## config.mk

```make
export PLATFORM = sky130hd
export DESIGN_NAME = dr_parity_corrector
export DESIGN_NICKNAME = d
export VERILOG_FILES = /design/src/rtl/dr_pkg.sv /design/src/rtl/dr_pair_decode.sv /design/src/rtl/dr_row_fix.sv /design/src/rtl/dr_out_stage.sv /design/src/rtl/dr_parity_corrector.sv
export SDC_FILE = /design/constraint.sdc
export NUM_CORES = 1
export LEC_CHECK = 0
export ABC_AREA = 1
export BUFFER_PORTS_ARGS = -buffer_cell sky130_fd_sc_hd__buf_4
export CORE_UTILIZATION = 40
export DETAILED_ROUTE_END_ITERATION = 10
export HOLD_SLACK_MARGIN = 0.02
export PLACE_DENSITY_LB_ADDON = 0.08
export SYNTH_ARGS = -nofsm -noshare
export SYNTH_HDL_FRONTEND = slang
export SYNTH_SLANG_ARGS = --single-unit
```

## constraint.sdc

```tcl
create_clock -name clk_i -period 2.3 [get_ports clk_i]
set_clock_uncertainty 0.15 [all_clocks]
set_input_delay 0.69 -clock clk_i [delete_from_list [all_inputs] [get_ports clk_i]]
set_output_delay 0.69 -clock clk_i [all_outputs]
set_load 0.01 [all_outputs]
```

## src/rtl/dr_pkg.sv

```systemverilog
package dr_pkg;
  typedef enum logic [1:0] {
    PAIR_DEAD  = 2'b00,
    PAIR_ZERO  = 2'b01,
    PAIR_ONE   = 2'b10,
    PAIR_UPSET = 2'b11
  } pair_e;

  typedef struct packed {
    logic err;
    logic uncorr;
    logic dead;
    logic scrub;
  } row_flags_t;
endpackage

```

## src/rtl/dr_pair_decode.sv

```systemverilog
module dr_pair_decode #(
  parameter int N = 16
) (
  input  logic [N-1:0] true_i,
  input  logic [N-1:0] comp_i,
  output logic [N-1:0] upset_o,
  output logic [N-1:0] dead_o
);
  import dr_pkg::*;

  for (genvar i = 0; i < N; i++) begin : g_pair
    pair_e st;
    assign st         = pair_e'({true_i[i], comp_i[i]});
    assign upset_o[i] = (st == PAIR_UPSET);
    assign dead_o[i]  = (st == PAIR_DEAD);
  end
endmodule

```

## src/rtl/dr_row_fix.sv

```systemverilog
module dr_row_fix #(
  parameter int N = 16
) (
  input  logic [N-1:0]       true_i,
  input  logic [N-1:0]       upset_i,
  input  logic [N-1:0]       dead_i,
  input  logic               par_true_i,
  input  logic               par_upset_i,
  input  logic               par_dead_i,
  output logic [N-1:0]       data_o,
  output dr_pkg::row_flags_t flags_o
);
  localparam int CNT_W = $clog2(N + 2);

  logic [CNT_W-1:0] n_upset;
  logic             any_dead;
  logic             multi;
  logic             fix_bit;
  logic             fix_en;

  always_comb begin
    n_upset = CNT_W'(par_upset_i);
    for (int i = 0; i < N; i++) n_upset = n_upset + CNT_W'(upset_i[i]);
  end

  assign any_dead = (|dead_i) | par_dead_i;
  assign multi    = (n_upset > CNT_W'(1));
  // only the struck bit is masked out; its true node is forced high
  assign fix_bit  = par_true_i ^ (^(true_i & ~upset_i));
  assign fix_en   = !any_dead && !multi && !par_upset_i && (|upset_i);

  assign data_o = fix_en ? ((true_i & ~upset_i) | (upset_i & {N{fix_bit}})) : true_i;

  assign flags_o.err    = any_dead || (n_upset != '0);
  assign flags_o.uncorr = any_dead || multi;
  assign flags_o.dead   = any_dead;
  assign flags_o.scrub  = !any_dead && !multi && par_upset_i;
endmodule

```

## src/rtl/dr_out_stage.sv

```systemverilog
module dr_out_stage #(
  parameter int N       = 16,
  parameter bit REG_OUT = 1'b1
) (
  input  logic               clk_i,
  input  logic               rst_ni,
  input  logic               valid_i,
  input  logic [N-1:0]       data_i,
  input  dr_pkg::row_flags_t flags_i,
  output logic               valid_o,
  output logic [N-1:0]       data_o,
  output dr_pkg::row_flags_t flags_o
);
  if (REG_OUT) begin : g_reg
    always_ff @(posedge clk_i or negedge rst_ni) begin
      if (!rst_ni) begin
        valid_o <= 1'b0;
        data_o  <= '0;
        flags_o <= '0;
      end else begin
        valid_o <= valid_i;
        if (valid_i) begin
          data_o  <= data_i;
          flags_o <= flags_i;
        end
      end
    end
  end else begin : g_comb
    assign valid_o = valid_i;
    assign data_o  = data_i;
    assign flags_o = flags_i;
  end
endmodule

```

## src/rtl/dr_parity_corrector.sv

```systemverilog
module dr_parity_corrector #(
  parameter int DATA_W  = 16,
  parameter bit REG_OUT = 1'b1
) (
  input  logic              clk_i,
  input  logic              rst_ni,
  input  logic              rd_valid_i,
  input  logic [DATA_W-1:0] rd_true_i,
  input  logic [DATA_W-1:0] rd_comp_i,
  input  logic              rd_par_true_i,
  input  logic              rd_par_comp_i,
  input  logic [DATA_W-1:0] wr_data_i,
  output logic              wr_par_true_o,
  output logic              wr_par_comp_o,
  output logic              rd_valid_o,
  output logic [DATA_W-1:0] data_o,
  output logic              err_o,
  output logic              uncorr_o,
  output logic              dead_o,
  output logic              scrub_o,
  output logic              scrub_par_true_o,
  output logic              scrub_par_comp_o
);
  import dr_pkg::*;

  logic [DATA_W-1:0] upset, dead, fixed;
  logic [0:0]        par_upset, par_dead;
  row_flags_t        flags_d, flags_q;

  dr_pair_decode #(.N(DATA_W)) u_data_dec (
    .true_i (rd_true_i),
    .comp_i (rd_comp_i),
    .upset_o(upset),
    .dead_o (dead)
  );

  dr_pair_decode #(.N(1)) u_par_dec (
    .true_i (rd_par_true_i),
    .comp_i (rd_par_comp_i),
    .upset_o(par_upset),
    .dead_o (par_dead)
  );

  dr_row_fix #(.N(DATA_W)) u_fix (
    .true_i     (rd_true_i),
    .upset_i    (upset),
    .dead_i     (dead),
    .par_true_i (rd_par_true_i),
    .par_upset_i(par_upset[0]),
    .par_dead_i (par_dead[0]),
    .data_o     (fixed),
    .flags_o    (flags_d)
  );

  dr_out_stage #(.N(DATA_W), .REG_OUT(REG_OUT)) u_out (
    .clk_i  (clk_i),
    .rst_ni (rst_ni),
    .valid_i(rd_valid_i),
    .data_i (fixed),
    .flags_i(flags_d),
    .valid_o(rd_valid_o),
    .data_o (data_o),
    .flags_o(flags_q)
  );

  assign err_o    = flags_q.err;
  assign uncorr_o = flags_q.uncorr;
  assign dead_o   = flags_q.dead;
  assign scrub_o  = flags_q.scrub;

  assign scrub_par_true_o = ^data_o;
  assign scrub_par_comp_o = ~scrub_par_true_o;

  assign wr_par_true_o = ^wr_data_i;
  assign wr_par_comp_o = ~wr_par_true_o;
endmodule

```

==> reports/metrics.cfg, run 1 <==
[layout]
diodes = 0
areaGrowthSynthToFinish_pct = 51.1
drive_above_1_share = 0.349
nNetsFinal = 621

[pwr]
seq_power_share = 0.226
switchingPower_uw = 752
power_leakage_nw = 2.25
peakVddDrop_uv = 695
powerDensity_nw_per_um2 = 489
power.total_mw = 1.87
clockPowerShare = 0.126
p_int_mw = 1.12
combPwrFrac = 0.647
switching_share = 0.401

[worst_setup_path]
critPathRequiredTime_ns = 2.31
endpoint_kind = flip-flop
crit_type = in -> reg
path_max_fanout = 8
cp.arrival_ns = 4.75
start_kind = input port

[status]
outcome = finished with violations
violations = negative setup slack

[placement]
post-place-ws_ns = -2.79
gp_congestion = 0.868
io_buffer_count = 77
hpwl_mm = 5.93

[synthesis]
yosys-top-cells-count = nand2_1, inv_1, xnor2_1
avgSynthCellArea_um2 = 6.08
synth_edf_count = 0
yosysTopAreaCell = nand2_1
synthTopCellsByArea = nand2_1, dfrtp_1, inv_1
ys_types = 25
ys.warnings.count = 0
synth_most_common_cell = nand2_1
synthCells = 417
syn_area_um2 = 2540
synth_top_area_share = 0.286
async_flop_share = 1.00
yosys_most_used_dff = dfrtp_1
ys_ff_latch = 21
synth_seq_area_share = 0.207
syn-num-nets = 487

[worst_hold_path]
min_path_type = in -> async

[floorplan]
rows = 28
core_area_um2 = 6030
die_y_um = 81.6
die_area_um2 = 6670
start_util = 0.421
io_pins = 78
die_w_um = 81.6

[global_route]
grt_pass1_vias = 2600
grt_pass1_wl_mm = 11.4
grt_antenna_before_repair = 0
overflow = 0
grt_max_degree = 23
track_usage = 0.224

[sta]
hold_violations = 0
slew_headroom = 0.675
tightestPinTransition_ns = 0.488
finalMaxSlewViolations = 0
setup_ws_ns = -2.45
setup_viol = 23
rsz0062_at_grt = true
layout_worst_path_cycle_share = 2.06
period_minus_slack_ns = 4.75
max_freq_mhz = 211

[route]
ant_nets = 0
vias_per_cell = 4.47
via_count = 2791
routed_wl_mm = 7.05
first_pass_iters = 4
drc_errors = 0
first_iter_violations = 150
wl_per_cell_um = 11.3

[cts]
clkTransAtPathRegs_ns = 0.08
tritoncts = yes
htree_levels = 1
cts_inserted_buffers = 3
clk_latency_ns = 0.26
cts.sinks = 21
clock-root-buffer = clkbuf_8
clockBufferDepth = 2

[job]
timing.max_cap.violations = 0

[cells by family (layout without fill, tap and decap cells)]
family	after synthesis	count (layout)	share of synthesized area
AO/OA/AOI/OAI	9	9	0.0242
XOR/XNOR	30	30	0.104
adder cells (fa/ha/maj)	17	17	0.116
buffers and inverters	80	212	0.127
flip-flops	21	21	0.207
AND/OR/NAND/NOR	260	261	0.422
[layer usage]
metal | part of all wire | wire length [µm] | GRT usage | vias up
met4 | 0.011 | 75 | 0.0491 | 0
met1 | 0.48 | 3380 | 0.312 | 1242
li1 | - | - | - | 1497
met5 | 0 | 0 | 0 | -
met2 | 0.48 | 3390 | 0.380 | 46
met3 | 0.029 | 204 | 0.0111 | 6
[final timing paths]
path,startpoint,end,slack [ns],cells after the start
worst min-delay path,rst_ni,u_out.flags_o[0],0.15,1
worst max register to register,u_out.data_o[14],u_out.data_o[14],1.37,3
max in group asynchronous,rst_ni,u_out.data_o[15],1.64,1
worst min register to register,u_out.flags_o[2],u_out.flags_o[2],0.33,1
worst max-delay path,rd_par_comp_i,u_out.data_o[5],-2.45,22
min in group clk_i,u_out.flags_o[2],u_out.flags_o[2],0.33,1
[layout by cell type (no fill, tap or decap), types with 2 or more instances in the layout]
cell type,synthesis,routed
nand4_1,4,4
buf_8,0,2
ha_1,6,4
nor2_2,12,19
nand2_2,3,2
o211ai_1,4,4
or2_2,2,2
nand2_4,0,3
nor2_1,23,15
xor2_1,6,5
clkbuf_8,0,3
nand2_1,193,190
inv_1,63,58
buf_6,3,8
buf_4,0,123
dfrtp_1,21,21
nand2_8,0,2
fa_1,11,10
nand3_1,19,18
nand3_2,2,3
inv_2,10,13
xnor2_1,24,22
xnor2_2,0,2
[layout make-up]
type	count	area, µm²
Clock inverter	1	5.00
Sequential cell	21	526
Clock buffer	3	41.3
Fill cell	602	2190
Inverter	74	285
Tap cell	75	93.8
Multi-Input combinational cell	317	1820
Timing Repair Buffer	134	1060
[sequential cells by signal, summed over array words and instances (netlist names)]
name and count:
u_out.data_o 16, u_out.flags_o 4, u_out.valid_o 1
[what timing repair did]
action	CTS	global route
setup endpoints to repair	23	23
pin swaps	15	15
hold buffers	0	0
setup buffers	4	3
gates resized for setup	20	16
cloned	1	0
endpoints found under the hold margin	0	0
[power groups by stage]
stage	Clock (mW)	Combinational, mW	Sequential (mW)
global route	0.267	1.37	0.427
CTS	0.241	1.16	0.423
global placement	0	1.07	0.429
detailed placement	0	1.10	0.431
floorplan	0	0.630	0.440
finish	0.237	1.21	0.424
[worst max-delay path, stage by stage]
cell and delay [ns]:
buf_8 0.10, nand2_8 0.07, inv_6 0.03, ha_4 0.25, inv_2 0.03, fa_1 0.49, fa_1 0.43, fa_1 0.52
fa_1 0.41, inv_1 0.06, ha_2 0.18, inv_2 0.04, fa_2 0.54, nand3_2 0.07, a21oi_2 0.12, inv_2 0.05
nor2_4 0.14, nand2_4 0.12, nor2_2 0.15, nand3_1 0.08, nand2_1 0.11, nand2_1 0.05
[through the flow]
stage	instance area, µm²	utilization	setup TNS [ns]	instances	hold slack, ns
after floorplan	2590	-	-43.33	417	0.244
after global placement	3610	0.599	-49.17	614	0.322
after detailed placement	3610	0.599	-51.38	614	0.331
after CTS	3760	0.625	-45.01	623	0.155
after global routing	3830	0.636	-49.16	625	0.154
final	3830	0.636	-45.56	625	0.148
Power figures use the tool's default switching activity.
==> run 2: changes to the inputs <==
==> constraint.sdc (replaced) <==
create_clock -name clk_i -period 4.8 [get_ports clk_i]
set_clock_uncertainty 0.15 [all_clocks]
set_input_delay 1.44 -clock clk_i [delete_from_list [all_inputs] [get_ports clk_i]]
set_output_delay 1.44 -clock clk_i [all_outputs]
set_load 0.01 [all_outputs]
==> run 2 against run 1 <==
Effect of this change:
- register-to-register slack better by 2.6 ns
- wire length shrank 5.8%
- non-clock buffer count shrank 28
- first-iteration DRC count is 32% lower
- cell area shrank 7.1%
- the flow still finishes with violations (negative setup slack)
==> reports/metrics.cfg, run 2 (synthesis results as in run 1) <==
[floorplan]
die_y_um = 81.6
start_util = 0.421
io_pins = 78
die_w_um = 81.6
die_area_um2 = 6670
rows = 28
core_area_um2 = 6030

[layout]
drive_above_1_share = 0.307
diodes = 0
layout_commonest_cell = nand2_1
utilization = 0.591
reg_top3 = u_out.data_o x16, u_out.flags_o x4, u_out.valid_o x1
nNetsFinal = 593
largest_register_ffs = 16
regMostFlops = u_out.data_o
mostFrequentLayoutCells = nand2_1, buf_4, inv_1
areaGrowthSynthToFinish_pct = 40.4
design_area_um2 = 3560

[cts]
cts_inserted_buffers = 3
htree_levels = 1
clkTransAtPathRegs_ns = 0.07
cts.sinks = 21
clockBufferDepth = 2
clk_latency_ns = 0.25
hold_buffers = 0
clock-root-buffer = clkbuf_8
tritoncts = yes

[placement]
hpwl_mm = 5.64
io_buffer_count = 77
placed_cell_area_um2 = 3420
gp_congestion = 0.905

[worst_setup_path]
path_max_fanout = 8
endpoint_kind = flip-flop
cp_slowest_cell = fa_2
cp.arrival_ns = 5.44
path_common_cell = fa_1
critPathRequiredTime_ns = 4.79
path_cells = buf_8 > nand2_8 > inv_4 > ha_4 > inv_2 > fa_1 > fa_1 > fa_1 > fa_1 > inv_1 > ha_2 > inv_2 > fa_2 > nand3_2 > a21oi_2 > inv_2 > nor2_4 > nand2_4 > nor2_1 > nand3_1 > nand2_1 > nand2_1
slowest_delay_ns = 0.53
crit_type = in -> reg
start_kind = input port

[route]
wl_per_cell_um = 11.1
routed_wl_mm = 6.64
ant_nets = 0
first_iter_violations = 102
vias_per_cell = 4.54
via_count = 2711
drc_errors = 0
first_pass_iters = 4

[status]
outcome = finished with violations
violations = negative setup slack

[global_route]
grt_antenna_before_repair = 0
grt_max_degree = 23
grt_pass1_wl_mm = 11.1
grt_pass1_vias = 2531
overflow = 0
track_usage = 0.214

[sta]
setup_ws_ns = -0.648
slew_headroom = 0.672
hold_violations = 0
finalMaxSlewViolations = 0
tightestPinTransition_ns = 0.492
whs_ns = 0.337
period_minus_slack_ns = 5.45
setup_viol = 19
rsz0062_at_grt = true
layout_worst_path_cycle_share = 1.14
max_freq_mhz = 184

[job]
timing.max_cap.violations = 0

[pwr]
peakVddDrop_uv = 298
power_leakage_nw = 2.09
powerDensity_nw_per_um2 = 237

[worst_hold_path]
min_path_type = reg -> reg

==> run 2: area by class of cell <==
cell class                 count  area [µm²]
fill                         629        2460
multi-input combinational    317        1800
timing repair buffer         106         818
sequential                    21         526
inverter                      74         283
tap                           75        93.8
clock buffer                   4        45.0
==> run 2: routing by layer <==
metal	up-vias	GRT usage	wire length [µm]
li1	1449	-	-
met5	-	0	0
met1	1195	0.306	3230
met4	0	0.0579	73
met2	59	0.345	3070
met3	8	0.0178	263
==> run 2: power by group <==
| group | leakage (nW) | switching (mW) | total [mW] | internal [mW] |
|---|---|---|---|---|
| registers | 0.249 | 0.0128 | 0.203 | 0.190 |
| logic | 1.82 | 0.279 | 0.532 | 0.253 |
| clock network | 0.0228 | 0.0515 | 0.110 | 0.0589 |
==> run 2: path summary, 6_finish.rpt <==
path | from | endpoint | slack, ns | cells past startpoint
max | rd_par_comp_i | u_out.data_o[2] | -0.65 | 22
min | u_out.flags_o[2] | u_out.flags_o[2] | 0.34 | 1
max reg2reg | u_out.flags_o[3] | u_out.flags_o[3] | 3.98 | 1
min reg2reg | u_out.flags_o[2] | u_out.flags_o[2] | 0.34 | 1
max in group asynchronous | rst_ni | u_out.data_o[5] | 3.39 | 1
min in group asynchronous | rst_ni | u_out.data_o[12] | 0.90 | 1
==> run 2: critical path: cells and delay by family <==
| family | cells | cell delay (ns) |
|---|---|---|
| simple gates | 8 | 0.72 |
| fa+ha+maj | 7 | 2.82 |
| buf+inv | 6 | 0.32 |
| compound gates | 1 | 0.12 |
==> run 2: timing repair <==
item	in CTS	in global routing
gates resized for setup	12	14
setup endpoints to repair	19	19
pin swaps	2	4
setup buffers	1	2
cloned	1	0
==> run 2: stage by stage <==
stage / setup slack, ns / std cells / total power, mW / setup TNS [ns]
5_1_grt: -0.860 / 597 / 0.931 / -15.09
3_5_place_dp: -0.999 / 590 / 0.713 / -17.78
6_report: -0.648 / 597 / 0.845 / -11.72
4_1_cts: -0.600 / 596 / 0.833 / -10.95
3_3_place_gp: -0.886 / 590 / 0.699 / -15.74
2_1_floorplan: -0.618 / 417 / 0.513 / -9.99
